===== config.mk =====
export PLATFORM = sky130hd
export DESIGN_NAME = dlist_engine
export DESIGN_NICKNAME = d
export VERILOG_FILES = /design/src/rtl/dlist_pkg.sv /design/src/rtl/dlist_ptr.sv /design/src/rtl/dlist_beam_cmp.sv /design/src/rtl/dlist_seq.sv /design/src/rtl/dlist_engine.sv
export SDC_FILE = /design/constraint.sdc
export NUM_CORES = 1
export LEC_CHECK = 0
export BUFFER_PORTS_ARGS = -buffer_cell sky130_fd_sc_hd__buf_2
export CAP_MARGIN = 40
export CORE_MARGIN = 2
export CORE_UTILIZATION = 54
export CTS_BUF_LIST = sky130_fd_sc_hd__clkbuf_8 sky130_fd_sc_hd__clkbuf_16
export DETAILED_ROUTE_END_ITERATION = 6
export GPL_TIMING_DRIVEN = 0
export PLACE_DENSITY = 0.84
export SLEW_MARGIN = 20
export SYNTH_ARGS = -nofsm -noshare
export SYNTH_HDL_FRONTEND = slang
export SYNTH_SLANG_ARGS = --single-unit

===== constraint.sdc =====
create_clock -name clk -period 2.3 [get_ports clk]
set_input_delay 0.115 -clock clk [delete_from_list [all_inputs] [get_ports clk]]
set_output_delay 0.115 -clock clk [all_outputs]
set_load 0.02 [all_outputs]

===== src/rtl/dlist_pkg.sv =====
package dlist_pkg;

    localparam logic [15:0] END_W0 = 16'hFFFF;
    localparam logic [15:0] END_W1 = 16'hFFFE;

    typedef enum logic [2:0] {
        S_HALT, S_REQ0, S_RSP0, S_REQ1, S_RSP1, S_WAIT
    } seq_state_t;

    typedef enum logic [1:0] {
        OP_MOVE, OP_WAIT, OP_SKIP, OP_END
    } op_t;

    typedef struct packed {
        logic [15:0] w0;
        logic [15:0] w1;
    } instr_t;

    function automatic op_t decode_op(instr_t i);
        if (!i.w0[0])                               return OP_MOVE;
        else if (i.w0 == END_W0 && i.w1 == END_W1)  return OP_END;
        else if (i.w1[0])                           return OP_SKIP;
        else                                        return OP_WAIT;
    endfunction

endpackage


===== src/rtl/dlist_ptr.sv =====
module dlist_ptr #(
    parameter int ADDR_W = 20
) (
    input  logic              clk,
    input  logic              rst,
    input  logic              ptr_we,
    input  logic              ptr_hi,
    input  logic [15:0]       ptr_wdata,
    output logic [ADDR_W-1:0] list_ptr
);
    localparam int HI_W = ADDR_W - 16;

    logic [HI_W-1:0] hi_q;
    logic [15:0]     lo_q;

    always_ff @(posedge clk) begin
        if (rst) begin
            hi_q <= '0;
            lo_q <= '0;
        end else if (ptr_we) begin
            if (ptr_hi) hi_q <= ptr_wdata[HI_W-1:0];
            else        lo_q <= {ptr_wdata[15:1], 1'b0};
        end
    end

    assign list_ptr = {hi_q, lo_q};
endmodule


===== src/rtl/dlist_beam_cmp.sv =====
module dlist_beam_cmp
    import dlist_pkg::*;
(
    input  logic [7:0] beam_v,
    input  logic [7:0] beam_h,
    input  instr_t     instr,
    output logic       reached
);
    logic [7:0]  vmask;
    logic [6:0]  hmask;
    logic [14:0] beam_pos;
    logic [14:0] target_pos;

    always_comb begin
        vmask      = {1'b1, instr.w1[14:8]};
        hmask      = instr.w1[7:1];
        beam_pos   = {beam_v & vmask, beam_h[7:1] & hmask};
        target_pos = {instr.w0[15:8] & vmask, instr.w0[7:1] & hmask};
        reached    = (beam_pos >= target_pos);
    end
endmodule


===== src/rtl/dlist_seq.sv =====
module dlist_seq
    import dlist_pkg::*;
#(
    parameter int ADDR_W = 20
) (
    input  logic              clk,
    input  logic              rst,
    input  logic              restart,
    input  logic [ADDR_W-1:0] list_ptr,
    input  logic              reached,
    input  logic              mem_valid,
    input  logic [15:0]       mem_rdata,
    output logic              mem_req,
    output logic [ADDR_W-1:0] mem_addr,
    output instr_t            instr,
    output seq_state_t        state,
    output logic              reg_we,
    output logic [7:0]        reg_off,
    output logic [15:0]       reg_wdata
);
    localparam logic [ADDR_W-1:0] STEP_WORD = ADDR_W'(2);
    localparam logic [ADDR_W-1:0] STEP_PAIR = ADDR_W'(4);

    logic [ADDR_W-1:0] pc;
    instr_t            fetched;

    assign fetched  = '{w0: instr.w0, w1: mem_rdata};
    assign mem_req  = (state == S_REQ0) || (state == S_REQ1);
    assign mem_addr = (state == S_REQ1) ? pc + STEP_WORD : pc;

    always_ff @(posedge clk) begin
        if (rst) begin
            state     <= S_HALT;
            pc        <= '0;
            instr     <= '0;
            reg_we    <= 1'b0;
            reg_off   <= '0;
            reg_wdata <= '0;
        end else begin
            reg_we <= 1'b0;
            if (restart) begin
                pc    <= list_ptr;
                state <= S_REQ0;
            end else begin
                case (state)
                    S_REQ0: state <= S_RSP0;
                    S_RSP0: if (mem_valid) begin
                        instr.w0 <= mem_rdata;
                        state    <= S_REQ1;
                    end
                    S_REQ1: state <= S_RSP1;
                    S_RSP1: if (mem_valid) begin
                        instr.w1 <= mem_rdata;
                        case (decode_op(fetched))
                            OP_MOVE: begin
                                reg_we    <= 1'b1;
                                reg_off   <= instr.w0[7:0];
                                reg_wdata <= mem_rdata;
                                pc        <= pc + STEP_PAIR;
                                state     <= S_REQ0;
                            end
                            OP_SKIP: begin
                                pc    <= pc + STEP_PAIR;
                                state <= S_REQ0;
                            end
                            OP_WAIT: begin
                                pc    <= pc + STEP_PAIR;
                                state <= S_WAIT;
                            end
                            default: state <= S_HALT;
                        endcase
                    end
                    S_WAIT: if (reached) state <= S_REQ0;
                    default: state <= S_HALT;
                endcase
            end
        end
    end
endmodule


===== src/rtl/dlist_engine.sv =====
module dlist_engine
    import dlist_pkg::*;
#(
    parameter int ADDR_W = 20
) (
    input  logic              clk,
    input  logic              rst,
    input  logic              start,
    input  logic              ptr_we,
    input  logic              ptr_hi,
    input  logic [15:0]       ptr_wdata,
    input  logic [7:0]        beam_v,
    input  logic [7:0]        beam_h,
    output logic              mem_req,
    output logic [ADDR_W-1:0] mem_addr,
    input  logic              mem_valid,
    input  logic [15:0]       mem_rdata,
    output logic              reg_we,
    output logic [7:0]        reg_off,
    output logic [15:0]       reg_wdata
);
    logic [ADDR_W-1:0] list_ptr;
    logic              prev_v_zero;
    logic              frame_start;
    logic              restart;
    logic              reached;
    instr_t            instr;
    seq_state_t        seq_state;

    always_ff @(posedge clk) prev_v_zero <= (beam_v == '0);

    assign frame_start = (beam_v == '0) && !prev_v_zero;
    assign restart     = start || frame_start;

    dlist_ptr #(.ADDR_W(ADDR_W)) i_ptr (
        .clk(clk), .rst(rst), .ptr_we(ptr_we), .ptr_hi(ptr_hi),
        .ptr_wdata(ptr_wdata), .list_ptr(list_ptr)
    );

    dlist_beam_cmp i_cmp (
        .beam_v(beam_v), .beam_h(beam_h), .instr(instr), .reached(reached)
    );

    dlist_seq #(.ADDR_W(ADDR_W)) i_seq (
        .clk(clk), .rst(rst), .restart(restart), .list_ptr(list_ptr),
        .reached(reached), .mem_valid(mem_valid), .mem_rdata(mem_rdata),
        .mem_req(mem_req), .mem_addr(mem_addr), .instr(instr),
        .state(seq_state), .reg_we(reg_we), .reg_off(reg_off),
        .reg_wdata(reg_wdata)
    );
endmodule


Yosys cells after proc, flatten, opt, wreduce, memory -nomap -nowiden
Index checks and enable logic that the tools add are counted.
- bits in registers: 99
- input bits: 54
- output and inout bits: 46
- word-level logic and storage cells: 78
- add/subtract/negate cells: 2
- magnitude comparators: 1
- equal/unequal tests: 15
- muxes and demuxes: 19
- bitwise gates (word level): 8
- reduce and logical (&&, ||, !) cells: 22
- operators with widths (operator ; number):
    20-bit 2-to-1 mux ; 5
    16-bit equality test (second input constant) ; 2
    20-bit by 2-bit adder with 20-bit output (second input constant) ; 1
    20-bit by 3-bit adder with 20-bit output (second input constant) ; 1
    8-bit AND ; 2
    15-bit >= comparator ; 1
    3-bit case mux with 5 select lines ; 1
    3-bit AND reduction ; 5
    7-bit AND ; 2
    2-bit 2-to-1 mux ; 7
    3-bit 2-to-1 mux ; 3
    3-bit by 2-bit != test with 1-bit output (second input constant) ; 3
    8-bit logical NOT ; 1
    3-bit by 2-bit equality test with 1-bit output (second input constant) ; 2
    3-bit equality test (second input constant) ; 2
    2-bit != test (second input constant) ; 3
    3-bit case mux with 2 select lines ; 1
    2-bit nonzero test ; 3
    1-bit inverter ; 4
    2-bit AND reduction ; 2
    4-bit AND reduction ; 1
    2-bit OR reduction ; 2
    4-bit OR reduction ; 1
    3-bit by 1-bit equality test with 1-bit output (second input constant) ; 1
    8 further kinds ; 11

Depth between registers and ports, before layout
Gate-level depths: netlist of the first run.
- depth after elaboration: 14
- depth in mapped cells: 10
- gate-level depth less buffers: 8

Hierarchy
Synthesis of the first run repeated with hierarchy kept, for this count alone.
- cell total of the unflattened synthesis: 617
- area total of the unflattened synthesis: 5173.7 µm²
- by module, submodules not included (module ; instances ; cells an instance ; area each (µm²) ; seq. area each (µm²)):
    dlist_seq ; 1 ; 459 ; 3801.1 ; 1601.5
    dlist_ptr ; 1 ; 84 ; 850.8 ; 380.4
    dlist_beam_cmp ; 1 ; 68 ; 462.9 ; 0.0
    dlist_engine ; 1 ; 6 ; 58.8 ; 20.0

Least setup slack after synthesis of the first run
OpenSTA, ideal clock, no wires.
- path kind: register to output
- start: register i_seq.pc[2]
- end: output mem_addr[18]
- arrival time: 2.041 ns
- data required time: 2.185 ns
- path slack: 0.144 ns
- stages on the path, launching flop included: 8
- path buffers: 0
- cells stage by stage: dfxtp_1 -> ha_1 -> nand3_1 -> nor4_1 -> nor2b_1 -> and2_1 -> nand2_1 -> xnor2_1
- word-level cells in the longest chain between the ends: 2
- RTL lines (what ; line ; RTL):
    from (decl) ; dlist_seq.sv:24 ; logic [ADDR_W-1:0] pc;
    from (signal assigned) ; dlist_seq.sv:42 ; pc <= list_ptr;
    from (signal assigned) ; dlist_seq.sv:59 ; pc <= pc + STEP_PAIR;
    from (signal assigned) ; dlist_seq.sv:63 ; pc <= pc + STEP_PAIR;
    20-bit by 2-bit adder with 20-bit output ; dlist_seq.sv:29 ; assign mem_addr = (state == S_REQ1) ? pc + STEP_WORD : pc;
    20-bit 2-to-1 mux ; dlist_seq.sv:29 ;
    to (decl) ; dlist_engine.sv:15 ; output logic [ADDR_W-1:0] mem_addr,
Every way passes these cells.

Final worst setup path of the first run
- start: register i_seq.state[2]
- end: output mem_addr[17]
- word-level cells in the longest chain between the ends: 2
- RTL lines (what ; line ; RTL):
    from (decl) ; dlist_seq.sv:16 ; output seq_state_t state,
    from (signal assigned) ; dlist_seq.sv:33 ; state <= S_HALT;
    from (signal assigned) ; dlist_seq.sv:43 ; state <= S_REQ0;
    from (signal assigned) ; dlist_seq.sv:46 ; S_REQ0: state <= S_RSP0;
    3-bit by 2-bit equality test with 1-bit output ; dlist_seq.sv:29 ;
    20-bit 2-to-1 mux ; dlist_seq.sv:29 ;
Every way passes these cells.

==> impl_metrics.toml, run 1 <==
[cts]
cts-root-buf = "clkbuf_8"
clk_path_buf_depth = 2
insertion_delay_ps = 380
htreeDepth = 3
clock-sinks = 97
cts_buffers = 9
clkSlewWorstSetupHoldPaths_ps = 90
cts_tree = "built"

[detailed_routing]
wirelength_um = 13600
wl_per_cell_um = 16.4
vias = 4755
drtPass1Iterations = 5
vias_per_cell = 5.74
drc_errors = 0
drt_iter0_markers = 466
antenna_left = 0

[placed_design]
portBuffers = 96
place.gp.congestion = 0.952
dp_cells = 791
place_hpwl_um = 9450
placed_area_sq_um = 5250
preCtsSetupSlack_ps = -159

[synth]
ys_seq_area_share_pct = 41.9
yosysWarnings = 0
synthAdderAreaFrac_pct = 4.59
ys_types = 43
syn-cell-area_sq_um = 4630
synth_top_family_by_area = "simple AND/OR/NAND/NOR gates"
synth-edff-count = 0
syn_nets = 660
synth_top_area_share_pct = 41.9
ys_seq_elements = 97
synth-compound-area-share_pct = 13.2
synthSimpleGateAreaFrac_pct = 28.2
async_flop_share_pct = 0
netlist_instances = 589
synthMuxAreaShare_pct = 0.675
syn_area_per_cell_sq_um = 7.86
synth.area.top_cells = "dfxtp_1 (42%), nand2_1 (14%), a21oi_1 (8.3%)"
synth_flop_cell = "dfxtp_1"
synth-xor-area-share_pct = 6.81
yosysTopAreaCell = "dfxtp_1"

[worst_setup_path]
rr_worst_depth = 7
worst-path-max-fanout = 7
crit_type = "reg2out"
worstSetupEndpointType = "output port"
worstPathRequired_ps = 2180
crit_start = "i_seq.state[2]"
start_kind = "flop"
crit_arrival_ps = 2160
r2r-start = "i_seq.pc[10]"

[pwr]
vdd_drop_max_mv = 0.380
power.density_nw_per_um2 = 553
p_leak_nw = 2.28

[floorplanning]
start_util_pct = 56.1
dieWidth_um = 96.6
dieArea_sq_um = 9330
die_y_um = 96.6
fp-row-count = 33
core_area_sq_um = 8260
ios = 100

[min_path]
min_from = "ptr_wdata[2]"
hold_class = "in2reg"
hold_depth = 3

[sta]
relSlewSlack_pct = 58.6
hold_viol_final = 0
worst_slack_ps = 24.1
finalCritPeriodShare_pct = 99.0
slew_viol_final = 0
rsz0062_at_grt = "true"
tightestPinTransition_ps = 620
fmax_mhz = 439
min_period_ps = 2280
fin_hold_ws_ps = 7.57
clock-skew-final_ps = 17.5
setup_viol = 0

[layout]
area_growth_pct = 25.1
drive_gt1_share_pct = 22.8
num_antenna_cells = 0
fill_cells = 637
nets = 790
fin_area_sq_um = 5790
multi_input_area_sq_um = 2600
stdcell_count = 829
register_area_sq_um = 1960

[grt]
grt_pass1_vias = 4550
antenna_found_initial = 0
grt_start_max_net_pins = 17
grt_use_total_pct = 27.9
grt-ovfl-total = 0
grt_pass1_wl_um = 21500

[outcome]
outcome = "completed"

[run]
maxCapViolations = 0
-- kinds of logic after synthesis --
family,after synthesis
adders and majority gates,17
buffers and inverters,36
AOI/OAI and AO/OA,108
other,1
xor gates and xnor gates,36
DFF,97
muxes,3
and+or+nand+nor,291
-- repair_timing --
| action | 4_1_cts | 5_1_grt |
|---|---|---|
| endpoints found under the hold margin | 12 | 0 |
| endpoints found under the setup margin | 9 | 44 |
| pin swaps | 5 | 6 |
| buffers inserted | 5 | 6 |
| hold buffers | 12 | 0 |
| gates resized for setup | 14 | 29 |
-- per-layer routing --
| layer | GRT usage (%) | share of wire [%] | vias up | routed length [um] |
|---|---|---|---|---|
| met5 | 0 | 0 | - | 0 |
| met4 | 11.8 | 4.6 | 0 | 621 |
| li1 | - | - | 2237 | - |
| met2 | 45.8 | 46 | 275 | 6270 |
| met3 | 5.35 | 8.7 | 75 | 1180 |
| met1 | 35.9 | 41 | 2168 | 5520 |
-- sequential cells by signal, summed over array words and instances, names as in the netlist --
register         cells
i_seq.reg_wdata     16
i_ptr.hi_q           4
i_seq.reg_we         1
i_seq.pc            19
i_seq.reg_off        8
i_ptr.lo_q          15
i_seq.state          3
i_seq.instr         30
prev_v_zero          1
-- area by class of cell --
class                           instances  share of cell area, %
Multi-Input combinational cell        456                   44.9
Sequential cell                        97                   33.8
Timing Repair Buffer                  120                   12.1
Buffer                                 32                   3.41
Tap cell                              105                   2.27
Clock buffer                            9                   2.14
Clock inverter                          7                   1.23
Inverter                                3                  0.194
-- Yosys cell counts, types with 2 or more instances --
master,count
nand2_1,178
dfxtp_1,97
a21oi_1,77
nor2_1,28
clkbuf_1,19
xor2_1,19
and2_1,17
ha_1,17
nand3_1,17
nand4_1,17
xnor2_1,17
a211oi_1,16
o21ai_0,7
nand2b_1,6
nor2b_1,6
nor4_1,6
buf_2,4
clkbuf_8,3
inv_1,3
and3_1,2
and3b_1,2
buf_4,2
buf_6,2
clkbuf_2,2
mux2i_1,2
nand3b_1,2
nand4b_1,2
nor3_1,2
nor3b_1,2
o31ai_1,2
-- worst paths after layout --
path                            slack [ps]             to
worst min register to register         450    i_seq.pc[7]
worst max-delay path                    20   mem_addr[17]
worst max register to register          50   i_seq.pc[19]
worst min-delay path                     8  i_ptr.hi_q[2]
-- worst max-delay path: stages, from the launching register on --
cell and delay [ps]:
dfxtp_2 360, and3b_1 230, buf_6 110, nand4_1 180
or2_4 330, nor2_4 130, nand3_1 110, xnor2_1 160
buf_2 180
-- per-stage QoR --
step,TNS [ps],total power (W),util [%]
after global routing,-217,0.00328,70.2
after floorplan,0,0.00194,-
after CTS,0,0.00318,68.5
final,0,0.00320,70.2
after detailed placement,-808,0.00207,63.5
after global placement,-220,0.00206,63.5
-- cell usage in the layout (no fill, tap or decap), types with 4 or more instances in the layout --
| master | synthesis | routed |
|---|---|---|
| dfxtp_1 | 97 | 91 |
| o21ai_0 | 7 | 7 |
| a211oi_1 | 16 | 15 |
| dlygate4sd3_1 | 0 | 12 |
| buf_4 | 2 | 18 |
| and2_1 | 17 | 16 |
| ha_1 | 17 | 16 |
| clkbuf_8 | 3 | 12 |
| clkbuf_1 | 19 | 18 |
| inv_1 | 3 | 4 |
| buf_2 | 4 | 95 |
| nand3_1 | 17 | 15 |
| nand4_1 | 17 | 17 |
| a21oi_1 | 77 | 77 |
| xnor2_1 | 17 | 15 |
| nor2b_1 | 6 | 5 |
| xor2_1 | 19 | 19 |
| nor2_1 | 28 | 27 |
| nand2b_1 | 6 | 6 |
| nand2_1 | 178 | 176 |
-- report_power, final --
group	leakage, nW	total (W)	switching, W	internal [W]
sequential	0.790	0.00175	0.0000370	0.00171
combinational	1.39	0.000322	0.000187	0.000135
clock	0.0970	0.00113	0.000628	0.000503
total	2.28	0.00320	0.000852	0.00235
(Power assumes the default switching activity.)
==> inputs of run 2 (changes only) <==
--- a/config.mk
+++ b/config.mk
@@ -12,6 +12,7 @@
 export CTS_BUF_LIST = sky130_fd_sc_hd__clkbuf_8 sky130_fd_sc_hd__clkbuf_16
 export DETAILED_ROUTE_END_ITERATION = 6
 export GPL_TIMING_DRIVEN = 0
+export HOLD_SLACK_MARGIN = 0.1
 export PLACE_DENSITY = 0.84
 export SLEW_MARGIN = 20
 export SYNTH_ARGS = -nofsm -noshare
==> run 2 against run 1 <==
Effect of this change:
- the run now ends with setup timing left
- non-clock buffer count grew 30
- maximum frequency shrank 3.9%
- critical path depth is the same
- clock power is essentially flat
- final area grew 5.9%
- setup slack lost 92 ps
- first-iteration DRC count grew 17%
- critical endpoint unchanged
- cell count grew 3.6%
- sequential power is essentially flat
- highest routed layer unchanged
- total power grew 1.5%
==> impl_metrics.toml, run 2 (synthesis results as in run 1) <==
[sta]
fmax_mhz = 422
setup_viol = 3
relSlewSlack_pct = 56.9
finalCritPeriodShare_pct = 103
hold_viol_final = 0
min_period_ps = 2370
slew_viol_final = 0
finalSetupTns_ps = -140
worst_slack_ps = -68.1
clock-skew-final_ps = 12.7
tightestPinTransition_ps = 647
rsz0062_at_grt = "true"

[worst_setup_path]
start_kind = "flop"
crit_type = "reg2out"
worstSetupEndpointType = "output port"
worstPathRequired_ps = 2180
worst-path-max-fanout = 4
crit_arrival_ps = 2250

[cts]
clk_path_buf_depth = 2
cts-root-buf = "clkbuf_8"
cts_tree = "built"
insertion_delay_ps = 370
clock-sinks = 97
clkSlewWorstSetupHoldPaths_ps = 100
cts_buffers = 9
htreeDepth = 3

[min_path]
hold_class = "in2reg"

[grt]
antenna_found_initial = 0
grt_pass1_vias = 4796
grt_pass1_wl_um = 22500
grt-ovfl-total = 0
grt_use_total_pct = 29.1
grt_start_max_net_pins = 17

[layout]
drive_gt1_share_pct = 22.7
largest_reg_flops = 30
final_cell_mix = "nand2_1 (176), buf_2 (95), dfxtp_1 (91)"
nets = 820
finalCoreUtilization_pct = 74.3
top_regs = "i_seq.instr x30, i_seq.pc x19, i_seq.reg_wdata x16"
final_common_cell = "nand2_1"
register_area_sq_um = 1960
fin_area_sq_um = 6130
num_antenna_cells = 0
max_flop_register = "i_seq.instr"
fill_cells = 581
multi_input_area_sq_um = 2630
area_growth_pct = 32.5

[detailed_routing]
antenna_left = 0
wl_per_cell_um = 16.7
vias = 4965
drtPass1Iterations = 5
drc_errors = 0
drt_iter0_markers = 544
wirelength_um = 14300
vias_per_cell = 5.78

[outcome]
violations = "setup timing"
outcome = "finished with violations"

[placed_design]
place_hpwl_um = 9450
portBuffers = 96
placed_area_sq_um = 5250
place.gp.congestion = 0.952
preCtsSetupSlack_ps = -159

[pwr]
power_w = 0.00325
power.density_nw_per_um2 = 530
p_leak_nw = 2.42
vdd_drop_max_mv = 0.384

[floorplanning]
start_util_pct = 56.1
die_y_um = 96.6
core_area_sq_um = 8260
dieArea_sq_um = 9330
ios = 100
dieWidth_um = 96.6
fp-row-count = 33

[run]
maxCapViolations = 0
## run 2: cell count changes in the layout (fill, tap and decap cells not counted), moves of 2 or more
cell and change:
dlygate4sd3_1 +30, nand3_1 -2, nand3_2 +2, xnor2_1 -2, xnor2_2 +2
## run 2: repair_timing
item,4_1_cts,5_1_grt
endpoints found under the setup margin,9,50
gates resized for setup,14,38
hold endpoints to repair,68,0
hold buffers,42,0
setup buffers,5,6
pin swaps,5,13
## run 2: area by class of cell
class / instances / area share, %
Multi-Input combinational cell: 456 / 42.9
Sequential cell: 97 / 31.9
Timing Repair Buffer: 150 / 16.4
Buffer: 32 / 3.24
Tap cell: 105 / 2.14
Clock buffer: 9 / 2.02
Clock inverter: 7 / 1.16
Inverter: 3 / 0.184
## run 2: routing by layer
metal / global-route usage (%) / vias to the layer above / wire, um
met5: 0 / - / 0
met2: 49.1 / 290 / 6900
met3: 4.84 / 70 / 1240
li1: - / 2298 / -
met1: 36.9 / 2307 / 5610
met4: 12.0 / 0 / 569
## run 2: path summary, 6_finish.rpt
kind	slack (ps)	depth (start not counted)	from	endpoint
min	230	2	rst	i_seq.pc[5]
max reg2reg	90	7	i_seq.pc[10]	i_seq.pc[19]
min reg2reg	460	2	i_seq.reg_wdata[2]	i_seq.reg_wdata[2]
max	-70	8	i_seq.state[2]	mem_addr[17]
## run 2: stage by stage
stage	instances	hold WS, ps
global route	859	262
floorplan	589	248
detailed placement	791	366
CTS	854	220
global placement	790	356
finish	859	229
## run 2: report_power, final
part | leakage [nW] | internal (W) | total, W | switching [W]
Combinational | 1.53 | 0.000166 | 0.000360 | 0.000194
Sequential | 0.790 | 0.00171 | 0.00175 | 0.0000391
Clock | 0.0970 | 0.000503 | 0.00114 | 0.000639
## run 2: worst max-delay path, cell delays in order, from the launching register on
cell and delay (ps):
dfxtp_4 370, and3b_1 220, buf_6 110, nand4_1 200, or2_4 350, nor2_4 180, nand3_2 100, xnor2_1 170
buf_2 180
